## config.mk

```make
export PLATFORM = sky130hd
export DESIGN_NAME = tlb_pair
export DESIGN_NICKNAME = d
export VERILOG_FILES = /design/src/rtl/tlb_pkg.sv /design/src/rtl/tlb_maint_dec.sv /design/src/rtl/tlb_victim.sv /design/src/rtl/tlb_array.sv /design/src/rtl/tlb_pair.sv
export SDC_FILE = /design/constraint.sdc
export NUM_CORES = 2
export LEC_CHECK = 0
export BUFFER_PORTS_ARGS = -buffer_cell sky130_fd_sc_hd__buf_4
export CAP_MARGIN = 20
export CELL_PAD_IN_SITES_DETAIL_PLACEMENT = 1
export CELL_PAD_IN_SITES_GLOBAL_PLACEMENT = 1
export CORE_ASPECT_RATIO = 0.75
export CORE_MARGIN = 4
export CORE_UTILIZATION = 52
export CTS_CLUSTER_DIAMETER = 80
export DETAILED_ROUTE_END_ITERATION = 8
export PLACE_DENSITY = 0.83
export SETUP_SLACK_MARGIN = 0.02
export SYNTH_ARGS = -nofsm -noshare
export SYNTH_HDL_FRONTEND = slang
export SYNTH_HIERARCHICAL = 1
export SYNTH_SLANG_ARGS = --single-unit
```

## constraint.sdc

```tcl
create_clock -name clk_i -period 6.2 [get_ports clk_i]
set_input_delay 0.62 -clock clk_i [delete_from_list [all_inputs] [get_ports clk_i]]
set_output_delay 0.62 -clock clk_i [all_outputs]
set_load 0.02 [all_outputs]
```

## src/rtl/tlb_pkg.sv

```systemverilog
package tlb_pkg;
  localparam int unsigned VA_W     = 32;
  localparam int unsigned PA_W     = 32;
  localparam int unsigned PG_OFF_W = 12;
  localparam int unsigned ASID_W   = 8;
  localparam int unsigned VPN_W    = VA_W - PG_OFF_W;
  localparam int unsigned PPN_W    = PA_W - PG_OFF_W;

  typedef enum logic [1:0] {
    INV_ALL     = 2'd0,
    INV_VA_ASID = 2'd1,
    INV_ASID    = 2'd2,
    INV_VA      = 2'd3
  } inv_kind_e;

  typedef struct packed {
    logic               en;
    inv_kind_e          kind;
    logic [VPN_W-1:0]   vpn;
    logic [ASID_W-1:0]  asid;
  } inv_cmd_t;

  typedef struct packed {
    logic               en;
    logic [VPN_W-1:0]   vpn;
    logic [ASID_W-1:0]  asid;
    logic               glob;
    logic [PPN_W-1:0]   ppn;
  } fill_t;
endpackage

```

## src/rtl/tlb_maint_dec.sv

```systemverilog
module tlb_maint_dec
  import tlb_pkg::*;
#(
  parameter int unsigned NUM_SIDES = 2
) (
  input  logic                 mnt_en_i,
  input  logic [1:0]           mnt_kind_i,
  input  logic [NUM_SIDES-1:0] mnt_tgt_i,
  input  logic [VA_W-1:0]      mnt_data_i,
  output inv_cmd_t             cmd_o [NUM_SIDES]
);
  for (genvar s = 0; s < NUM_SIDES; s++) begin : g_side
    assign cmd_o[s] = '{en:   mnt_en_i && mnt_tgt_i[s],
                        kind: inv_kind_e'(mnt_kind_i),
                        vpn:  mnt_data_i[VA_W-1:PG_OFF_W],
                        asid: mnt_data_i[ASID_W-1:0]};
  end
endmodule

```

## src/rtl/tlb_victim.sv

```systemverilog
module tlb_victim #(
  parameter int unsigned ENTRIES = 16
) (
  input  logic               clk_i,
  input  logic               rst_ni,
  input  logic               req_i,
  input  logic [ENTRIES-1:0] free_i,
  input  logic [ENTRIES-1:0] match_i,
  output logic [ENTRIES-1:0] wr_vec_o
);
  localparam int unsigned IDX_W = (ENTRIES > 1) ? $clog2(ENTRIES) : 1;

  logic [IDX_W-1:0] rr_q, free_idx, match_idx;
  logic             use_rr;

  always_comb begin
    free_idx  = '0;
    match_idx = '0;
    for (int i = ENTRIES - 1; i >= 0; i--) begin
      if (free_i[i])  free_idx  = IDX_W'(i);
      if (match_i[i]) match_idx = IDX_W'(i);
    end
    wr_vec_o = '0;
    if (req_i) begin
      if (|match_i)     wr_vec_o[match_idx] = 1'b1;
      else if (|free_i) wr_vec_o[free_idx]  = 1'b1;
      else              wr_vec_o[rr_q]      = 1'b1;
    end
  end

  assign use_rr = req_i && !(|match_i) && !(|free_i);

  always_ff @(posedge clk_i or negedge rst_ni) begin
    if (!rst_ni)     rr_q <= '0;
    else if (use_rr) rr_q <= (rr_q == IDX_W'(ENTRIES - 1)) ? '0 : rr_q + 1'b1;
  end

  // one slot per refill
  a_r3_single_slot: assert property (@(posedge clk_i) disable iff (!rst_ni)
    req_i |-> $onehot(wr_vec_o));
  a_r3_no_spurious_write: assert property (@(posedge clk_i) disable iff (!rst_ni)
    !req_i |-> wr_vec_o == '0);
  // a matching entry is reused, never a free one
  a_r5_reuse_match: assert property (@(posedge clk_i) disable iff (!rst_ni)
    (req_i && |match_i) |-> (wr_vec_o & ~match_i) == '0);
  // the pointer only moves when the side is full
  a_r4_rr_hold: assert property (@(posedge clk_i) disable iff (!rst_ni)
    !use_rr |=> $stable(rr_q));
endmodule

```

## src/rtl/tlb_array.sv

```systemverilog
module tlb_array
  import tlb_pkg::*;
#(
  parameter int unsigned ENTRIES = 16
) (
  input  logic              clk_i,
  input  logic              rst_ni,
  input  inv_cmd_t          cmd_i,
  input  fill_t             fill_i,
  input  logic [VA_W-1:0]   lk_va_i,
  input  logic [ASID_W-1:0] lk_asid_i,
  output logic              hit_o,
  output logic [PA_W-1:0]   pa_o
);
  logic [ENTRIES-1:0] vld_q, glb_q, kill_vec, vld_live, fill_match, lk_vec, wr_vec;
  logic [VPN_W-1:0]   vpn_q  [ENTRIES];
  logic [ASID_W-1:0]  asid_q [ENTRIES];
  logic [PPN_W-1:0]   ppn_q  [ENTRIES];
  logic [VPN_W-1:0]   lk_vpn;
  logic [PPN_W-1:0]   ppn_sel;

  assign lk_vpn = lk_va_i[VA_W-1:PG_OFF_W];

  always_comb begin
    for (int i = 0; i < ENTRIES; i++) begin
      logic vpn_eq, asid_eq, k;
      vpn_eq  = vpn_q[i] == cmd_i.vpn;
      asid_eq = asid_q[i] == cmd_i.asid;
      unique case (cmd_i.kind)
        INV_ALL:     k = 1'b1;
        INV_VA_ASID: k = vpn_eq && (asid_eq || glb_q[i]);
        INV_ASID:    k = asid_eq && !glb_q[i];
        default:     k = vpn_eq;
      endcase
      kill_vec[i] = cmd_i.en && vld_q[i] && k;
    end
  end

  assign vld_live = vld_q & ~kill_vec;

  always_comb begin
    for (int i = 0; i < ENTRIES; i++) begin
      fill_match[i] = vld_live[i] && (vpn_q[i] == fill_i.vpn) &&
                      ((asid_q[i] == fill_i.asid) || glb_q[i] || fill_i.glob);
      lk_vec[i]     = vld_live[i] && (vpn_q[i] == lk_vpn) &&
                      ((asid_q[i] == lk_asid_i) || glb_q[i]);
    end
  end

  tlb_victim #(.ENTRIES(ENTRIES)) u_victim (
    .clk_i    (clk_i),
    .rst_ni   (rst_ni),
    .req_i    (fill_i.en),
    .free_i   (~vld_live),
    .match_i  (fill_match),
    .wr_vec_o (wr_vec)
  );

  always_ff @(posedge clk_i or negedge rst_ni) begin
    if (!rst_ni) begin
      vld_q <= '0;
      glb_q <= '0;
      for (int i = 0; i < ENTRIES; i++) begin
        vpn_q[i]  <= '0;
        asid_q[i] <= '0;
        ppn_q[i]  <= '0;
      end
    end else begin
      vld_q <= vld_live | wr_vec;
      for (int i = 0; i < ENTRIES; i++) begin
        if (wr_vec[i]) begin
          vpn_q[i]  <= fill_i.vpn;
          asid_q[i] <= fill_i.asid;
          glb_q[i]  <= fill_i.glob;
          ppn_q[i]  <= fill_i.ppn;
        end
      end
    end
  end

  // lowest index wins
  always_comb begin
    ppn_sel = '0;
    for (int i = ENTRIES - 1; i >= 0; i--)
      if (lk_vec[i]) ppn_sel = ppn_q[i];
  end

  assign hit_o = |lk_vec;
  assign pa_o  = hit_o ? {ppn_sel, lk_va_i[PG_OFF_W-1:0]} : '0;

  // invalidate-all empties the side
  a_r6_all_clears: assert property (@(posedge clk_i) disable iff (!rst_ni)
    (cmd_i.en && cmd_i.kind == INV_ALL && !fill_i.en) |=> vld_q == '0);
  // address-space removal leaves global entries valid
  a_r8_global_kept: assert property (@(posedge clk_i) disable iff (!rst_ni)
    (cmd_i.en && cmd_i.kind == INV_ASID) |=>
      (vld_q & $past(vld_q & glb_q)) == $past(vld_q & glb_q));
  // page offset passes through on a hit
  a_r2_offset_kept: assert property (@(posedge clk_i) disable iff (!rst_ni)
    hit_o |-> pa_o[PG_OFF_W-1:0] == lk_va_i[PG_OFF_W-1:0]);
  // a miss drives a zero address
  a_r2_miss_zero: assert property (@(posedge clk_i) disable iff (!rst_ni)
    !hit_o |-> pa_o == '0);
  // without command or refill the valid set holds
  a_r10_idle_stable: assert property (@(posedge clk_i) disable iff (!rst_ni)
    (!cmd_i.en && !fill_i.en) |=> vld_q == $past(vld_q));
endmodule

```

## src/rtl/tlb_pair.sv

```systemverilog
module tlb_pair
  import tlb_pkg::*;
#(
  parameter int unsigned ENTRIES = 16
) (
  input  logic              clk_i,
  input  logic              rst_ni,
  input  logic [VA_W-1:0]   i_va_i,
  input  logic [ASID_W-1:0] i_asid_i,
  output logic              i_hit_o,
  output logic [PA_W-1:0]   i_pa_o,
  input  logic [VA_W-1:0]   d_va_i,
  input  logic [ASID_W-1:0] d_asid_i,
  output logic              d_hit_o,
  output logic [PA_W-1:0]   d_pa_o,
  input  logic              fill_en_i,
  input  logic              fill_side_i,
  input  logic [VPN_W-1:0]  fill_vpn_i,
  input  logic [ASID_W-1:0] fill_asid_i,
  input  logic              fill_glob_i,
  input  logic [PPN_W-1:0]  fill_ppn_i,
  input  logic              mnt_en_i,
  input  logic [1:0]        mnt_kind_i,
  input  logic [1:0]        mnt_tgt_i,
  input  logic [VA_W-1:0]   mnt_data_i
);
  localparam int unsigned SIDES = 2;

  inv_cmd_t          cmd   [SIDES];
  fill_t             fill  [SIDES];
  logic [VA_W-1:0]   lk_va [SIDES];
  logic [ASID_W-1:0] lk_as [SIDES];
  logic              hit   [SIDES];
  logic [PA_W-1:0]   pa    [SIDES];

  assign lk_va[0] = i_va_i;
  assign lk_as[0] = i_asid_i;
  assign lk_va[1] = d_va_i;
  assign lk_as[1] = d_asid_i;
  assign i_hit_o  = hit[0];
  assign i_pa_o   = pa[0];
  assign d_hit_o  = hit[1];
  assign d_pa_o   = pa[1];

  tlb_maint_dec #(.NUM_SIDES(SIDES)) u_dec (
    .mnt_en_i   (mnt_en_i),
    .mnt_kind_i (mnt_kind_i),
    .mnt_tgt_i  (mnt_tgt_i),
    .mnt_data_i (mnt_data_i),
    .cmd_o      (cmd)
  );

  for (genvar s = 0; s < SIDES; s++) begin : g_tlb
    assign fill[s] = '{en:   fill_en_i && (fill_side_i == 1'(s)),
                       vpn:  fill_vpn_i,
                       asid: fill_asid_i,
                       glob: fill_glob_i,
                       ppn:  fill_ppn_i};

    tlb_array #(.ENTRIES(ENTRIES)) u_arr (
      .clk_i     (clk_i),
      .rst_ni    (rst_ni),
      .cmd_i     (cmd[s]),
      .fill_i    (fill[s]),
      .lk_va_i   (lk_va[s]),
      .lk_asid_i (lk_as[s]),
      .hit_o     (hit[s]),
      .pa_o      (pa[s])
    );
  end
endmodule

```

; Yosys cells after proc, flatten, opt, wreduce, memory -nomap -nowiden
; Cells that the tools add are included.
[totals]
ramBits = 0
mem_count = 0
in_bits = 170
out_inout_bits = 66
reg_bits = 1608
mem_bits_ro = 0
latch_bits = 0
[op_classes]
reduce_logical = 441
shift = 0
eq_ne = 196
div_mod_pow = 0
bitwise = 9
addsub = 2
mux = 150
multipliers = 0
n_lt_le_gt_ge = 12
[ops]
columns = cell, n
row1 = 20-bit equality test, 96
row2 = 8-bit equality test, 96
row3 = 20-bit two-way mux, 32
row4 = 1-bit logical AND, 270
row5 = 4-bit two-way mux, 66
row6 = 1-bit logical OR, 128
row7 = 16-bit two-way mux, 6
row8 = 1-bit case mux with 3 select lines, 32
row9 = 16-bit OR reduction, 6
row10 = 32-bit two-way mux, 2
row11 = 16-bit NOT, 4
row12 = 1-bit zero test, 36
row13 = 16-bit AND, 2
row14 = 16-bit OR, 2
row15 = 4-bit by 5-bit < comparator with 1-bit output (second input constant), 6
row16 = 1-bit demux with 4-bit select, 6
row17 = 4-bit by 1-bit greater-or-equal comparator with 1-bit output (second input constant), 6
row18 = 4-bit by 1-bit adder with 4-bit output (second input constant), 2
row19 = 4-bit equality test (second input constant), 2
row20 = 1-bit two-way mux, 6
row21 = 2-bit by 1-bit equality test with 1-bit output (second input constant), 1
row22 = 2-bit equality test (second input constant), 1
row23 = 2-bit zero test, 1
row24 = 1-bit NOT, 1

; Logic depth before layout (Yosys ltp)
[depth]
word_depth = 32
mapped_depth = 22

; Hierarchy
; The synthesis kept the hierarchy.
[modules_own_cells]
columns = mod, cells_each, n_inst, area_per_inst_um2
row1 = tlb_array, 4586, 2, 49769.0
row2 = tlb_victim (g_tlb[0].u_arr.u_victim), 173, 1, 1178.6
row3 = tlb_victim (g_tlb[1].u_arr.u_victim), 171, 1, 1141.1
row4 = tlb_maint_dec, 62, 1, 462.9
row5 = tlb_pair, 2, 1, 16.3

; Worst setup path after synthesis
; OpenSTA, ideal clock, no wires.
[synth_timing]
kind = in2reg
from = input port mnt_data_i[7]
to = register g_tlb[0].u_arr/ppn_q[80] (netlist bit)
setup_ns = 0.125
t_arrival_ns = 5.061
path_buffers = 6
setup_slack_ns = 1.015
cell_stages = 19
path_cell_list = buf_4 -> buf_2 -> buf_6 -> xnor2_1 -> nand4_1 -> nor2_1 -> o311ai_1 -> clkbuf_1 -> or3b_2 -> nor4_1 -> nor2_1 -> o311ai_0 -> a31oi_1 -> a2111oi_0 -> a21oi_1 -> a21oi_1 -> clkbuf_1 -> clkbuf_1 -> mux2_2
[synth_via]
elab_cells_between_ends = 178
[synth_lines]
columns = item, line
row1 = "start, declared", tlb_pair.sv:25  ; input logic [VA_W-1:0] mnt_data_i
row2 = 8-bit equality test (*), tlb_array.sv:28  ; asid_eq = asid_q[i] == cmd_i.asid;
row3 = 1-bit logical OR, tlb_array.sv:31  ; INV_VA_ASID: k = vpn_eq && (asid_eq || glb_q[i]);
row4 = 1-bit logical AND, tlb_array.sv:31
row5 = 1-bit case mux with 3 select lines (*), tlb_array.sv:29  ; unique case (cmd_i.kind)
row6 = 1-bit logical AND (*), tlb_array.sv:35  ; kill_vec[i] = cmd_i.en && vld_q[i] && k;
row7 = 16-bit NOT (*), tlb_array.sv:39  ; assign vld_live = vld_q & ~kill_vec;
row8 = 16-bit AND (*), tlb_array.sv:39
row9 = 1-bit logical AND (*) (2 in a row), tlb_array.sv:43  ; fill_match[i] = vld_live[i] && (vpn_q[i] == fill_i.vpn) &&
row10 = via g_tlb[0].u_arr.fill_match[14], tlb_array.sv:15  ; logic [ENTRIES-1:0] vld_q, glb_q, kill_vec, vld_live, fill_match, lk_vec, wr_vec;
row11 = 4-bit two-way mux (15 in a row), tlb_victim.sv:21  ; if (match_i[i]) match_idx = IDX_W'(i);
row12 = 4-bit by 5-bit < comparator with 1-bit output (implied by the code) / 4-bit by 1-bit greater-or-equal comparator with 1-bit output (equally long branches), tlb_victim.sv:25  ; if (|match_i) wr_vec_o[match_idx] = 1'b1;
row13 = 1-bit logical AND (implied by the code), tlb_victim.sv:25
row14 = 1-bit two-way mux (implied by the code), tlb_victim.sv:25
row15 = 1-bit demux with 4-bit select, tlb_victim.sv:25
row16 = 16-bit two-way mux (*), tlb_victim.sv:25
row17 = 16-bit two-way mux (*), tlb_victim.sv:24  ; if (req_i) begin
row18 = via g_tlb[0].u_arr.wr_vec[11], tlb_array.sv:15
row19 = "end signal, assigned by index", tlb_array.sv:75  ; ppn_q[i] <= fill_i.ppn;
row20 = "end, declared", tlb_array.sv:18  ; logic [PPN_W-1:0] ppn_q [ENTRIES];
; Mark *: on every way through the listed nets, which the timed path passes. The rest lies on a longest branch.
; A chain may end at the register's enable or synchronous reset.

; Final worst setup path
[layout_timing]
from = register g_tlb[1].u_arr/asid_q[52] (netlist bit)
to = output port d_pa_o[14]
[layout_via]
elab_chain_len = 20
elab_cells_between_ends = 24
[layout_rtl]
columns = item, line
row1 = "start, declared", tlb_array.sv:17  ; logic [ASID_W-1:0] asid_q [ENTRIES];
row2 = "start signal, assigned by index", tlb_array.sv:73  ; asid_q[i] <= fill_i.asid;
row3 = 8-bit equality test, tlb_array.sv:28
row4 = 1-bit logical OR, tlb_array.sv:31
row5 = 1-bit logical AND, tlb_array.sv:31
row6 = 1-bit case mux with 3 select lines, tlb_array.sv:29
row7 = 1-bit logical AND, tlb_array.sv:35
row8 = 16-bit NOT, tlb_array.sv:39
row9 = 16-bit AND, tlb_array.sv:39
row10 = 1-bit logical AND, tlb_array.sv:45  ; lk_vec[i] = vld_live[i] && (vpn_q[i] == lk_vpn) &&
row11 = 1-bit logical AND (*), tlb_array.sv:45
row12 = 20-bit two-way mux (10 in a row), tlb_array.sv:85  ; if (lk_vec[i]) ppn_sel = ppn_q[i];
row13 = 32-bit two-way mux (*), tlb_array.sv:89  ; assign pa_o = hit_o ? {ppn_sel, lk_va_i[PG_OFF_W-1:0]} : '0;
row14 = "end, declared", tlb_pair.sv:15  ; output logic [PA_W-1:0] d_pa_o,
; Mark *: on every way between the ends. The rest lies on a longest branch, timed or not.

==> metrics <==
status=finished, final reports clean; commonest non-fill, non-tap cell in the layout=dfrtp_1; Req. time, crit path=5580 ps; f_max=163 MHz; H-tree levels=4; DRT Pass-1 Iters=6; Port Buffers=231; 1st-iter DRT viols=10100; Synth Area in Compound Gates=7.24%; Yosys Warn Count=6; largest family of logic cells by synthesized area=XOR/XNOR gates; Root Buffer=clkbuf_16; Crit Path Class=reg -> out; Synth Register Bits=1608; all-layer global routing usage=38.8%; post-synthesis mux area share=15.9%; Hold Violations, Final=0; Final Max Slew Viols=0; Post-synth EDFFs=0; fin crit share=99.2%; GR Overflow Total=0; asr flop ratio synth=100%; crit-path cells=xor2_1, nor4_1, a21oi_1, nor4_1, and3_2, buf_4, buf_4, a21oi_1, a311oi_1, o311a_1, buf_4; remaining antenna violation count=0; std cell rows=140; Core Region=0.195 mm2; Slowest-stage cell, CP=a311oi_1; CTS tree=done; largest net degree at the start of global routing=175; Worst-Skew Late Latency=870 ps; Netlist cell types=82; Total Die Area=0.204 mm2; Vias=82300; Simple-Gate Fraction of Synth Area=9.31%; Setup Buffers After CTS=0; WP data arrival=5530 ps; dpl cell area=0.107 mm2; syn_nets=9758; Slew HR=24.1%; TritonCTS Buffers=169; synthesized cell area=0.102 mm2; final setup TNS=0 ps; post-route cell area=0.113 mm2; total clock sinks=1608; Layout Nets=9603; Clock Skews=51.2 ps; Leak=49.1 nW; type of the worst min-delay path=in -> reg; Residual DRC=0; WL final=406000 um; average size of a mapped cell=10.7 um2; Die Wd=520 um; Peak VDD IR=0.295 mV; overall power=31.2 mW; Worst setup EP type=output pin; XOR/XNOR share of the synthesized area=23.0%; MaxCap Viol Count=0; critical path fanouts, max=25; RSZ-0062 raised after global routing=no; PD cells=277 mW/mm2; area grow syn2layout=10.3%; vias in the first global route=87700; share of post-route cells with drive strength above 1=25.7%; Max clock buf depth=3; global-route wire length before repair=595000 um; dpl hpwl=258000 um; final estimated routing congestion in global placement=0.994; initial antenna violation count=24; DR WL/cell=33.3 um; CP most frequent cell=buf_4; number of gates resized after cts=0; # IOs=236; DR vias/cell=6.74; Primary FF master, synth=dfrtp_1; CP peak stage delay=770 ps; Mapped Cells=9580; Seq/Total Area, Yosys=39.3%; most frequent cells in the layout=dfrtp_1 (1608), xnor2_1 (1585), mux2_2 (1438); Clock transition at path regs=70 ps; worst-margin pin slew=1130 ps; die height=392 um; CP startpoint kind=flip-flop; Final Setup Violations=0; Final min period=6150 ps; Initial Utilization=52.5%; Post-CTS Hold Buffers=1; adder-cell share of the synthesized area=0.0978%
[synthesized netlist by cell type, types with 161 or more instances]
cell type  number  area [um2]
nand4_1       397        2480
dfrtp_1      1608       40200
nor4_1        301        1880
clkbuf_1      471        1770
inv_1         161         604
a21oi_1       171         856
xnor2_1      1585       13900
nand2_1       291        1090
buf_2         172         861
mux2_2       1438       16200
o21ai_0       308        1540
nor2_1        163         612
xor2_1       1104        9670
[registers in the layout, indices dropped and copies added (netlist names)]
name and cells:
g_tlb.u_arr/asid_q 256, g_tlb.u_arr/glb_q 32, g_tlb.u_arr/ppn_q 640, g_tlb.u_arr/u_victim/rr_q 8, g_tlb.u_arr/vld_q 32, g_tlb.u_arr/vpn_q 640
[final timing paths]
kind | endpoint | cells past startpoint | start | slack (ps)
worst max-delay path | d_pa_o[14] | 11 | g_tlb[1].u_arr/asid_q[52] | 50
worst min-delay path | g_tlb[0].u_arr/vpn_q[116] | 2 | fill_vpn_i[16] | 190
worst max register to register | g_tlb[1].u_arr/ppn_q[41] | 14 | g_tlb[1].u_arr/vpn_q[162] | 590
worst min register to register | g_tlb[1].u_arr/ppn_q[54] | 1 | g_tlb[1].u_arr/ppn_q[54] | 500
max in group asynchronous | g_tlb[0].u_arr/ppn_q[246] | 4 | rst_ni | 4040
min in group asynchronous | g_tlb[1].u_arr/vpn_q[144] | 2 | rst_ni | 420
[final cells by class]
type / instances / area, um2
Inverter: 163 / 613
Multi-Input combinational cell: 6881 / 57400
Sequential cell: 1608 / 40200
Antenna cell: 26 / 65.1
Timing Repair Buffer: 602 / 5580
Tap cell: 2627 / 3290
Clock buffer: 248 / 5020
Fill cell: 20200 / 82100
Clock inverter: 56 / 737
[kinds of logic (layout without fill, tap and decap cells)]
| kind of cell | after synthesis | in the layout |
|---|---|---|
| xor gates and xnor gates | 2690 | 2690 |
| and+or+nand+nor | 1697 | 1697 |
| DFF | 1608 | 1608 |
| muxes | 1444 | 1444 |
| buffers and inverters | 1091 | 1069 |
| AOI/OAI and AO/OA | 1042 | 1042 |
| adders and majority gates | 8 | 8 |
| other | 0 | 26 |
[where the power goes]
part | internal [mW] | switching (mW)
registers | 11.8 | 1.79
clock network | 6.13 | 4.76
logic | 3.12 | 3.58
[routing by layer]
layer  up-vias  track usage, %  wire length, um
met5         -               0               27
met4         4            24.2            29100
met3      1498            8.73            43800
met2      5068            57.3           174000
met1     42700            51.7           159000
li1      33000               -                -
[worst max-delay path: cells and delay by family, from the launching register on]
kind,cells,cell delay (ps)
AND/OR/NAND/NOR,3,1640
AO/OA/AOI/OAI,4,1470
buffers and inverters,3,890
flip-flops,1,460
XOR/XNOR,1,190
[stage by stage]
| step | instances | hold slack (ps) | setup slack [ps] | util, % |
|---|---|---|---|---|
| final | 12200 | 195 | 47.0 | 57.9 |
| after global routing | 12200 | 187 | 76.7 | 57.9 |
| after CTS | 12200 | 151 | 238 | 57.9 |
| after detailed placement | 11900 | 490 | 387 | 54.9 |
| after global placement | 11900 | 482 | 555 | 54.9 |
| after floorplan | 9580 | 324 | 1010 | - |
Note: power is estimated with default switching activity, not from simulation.
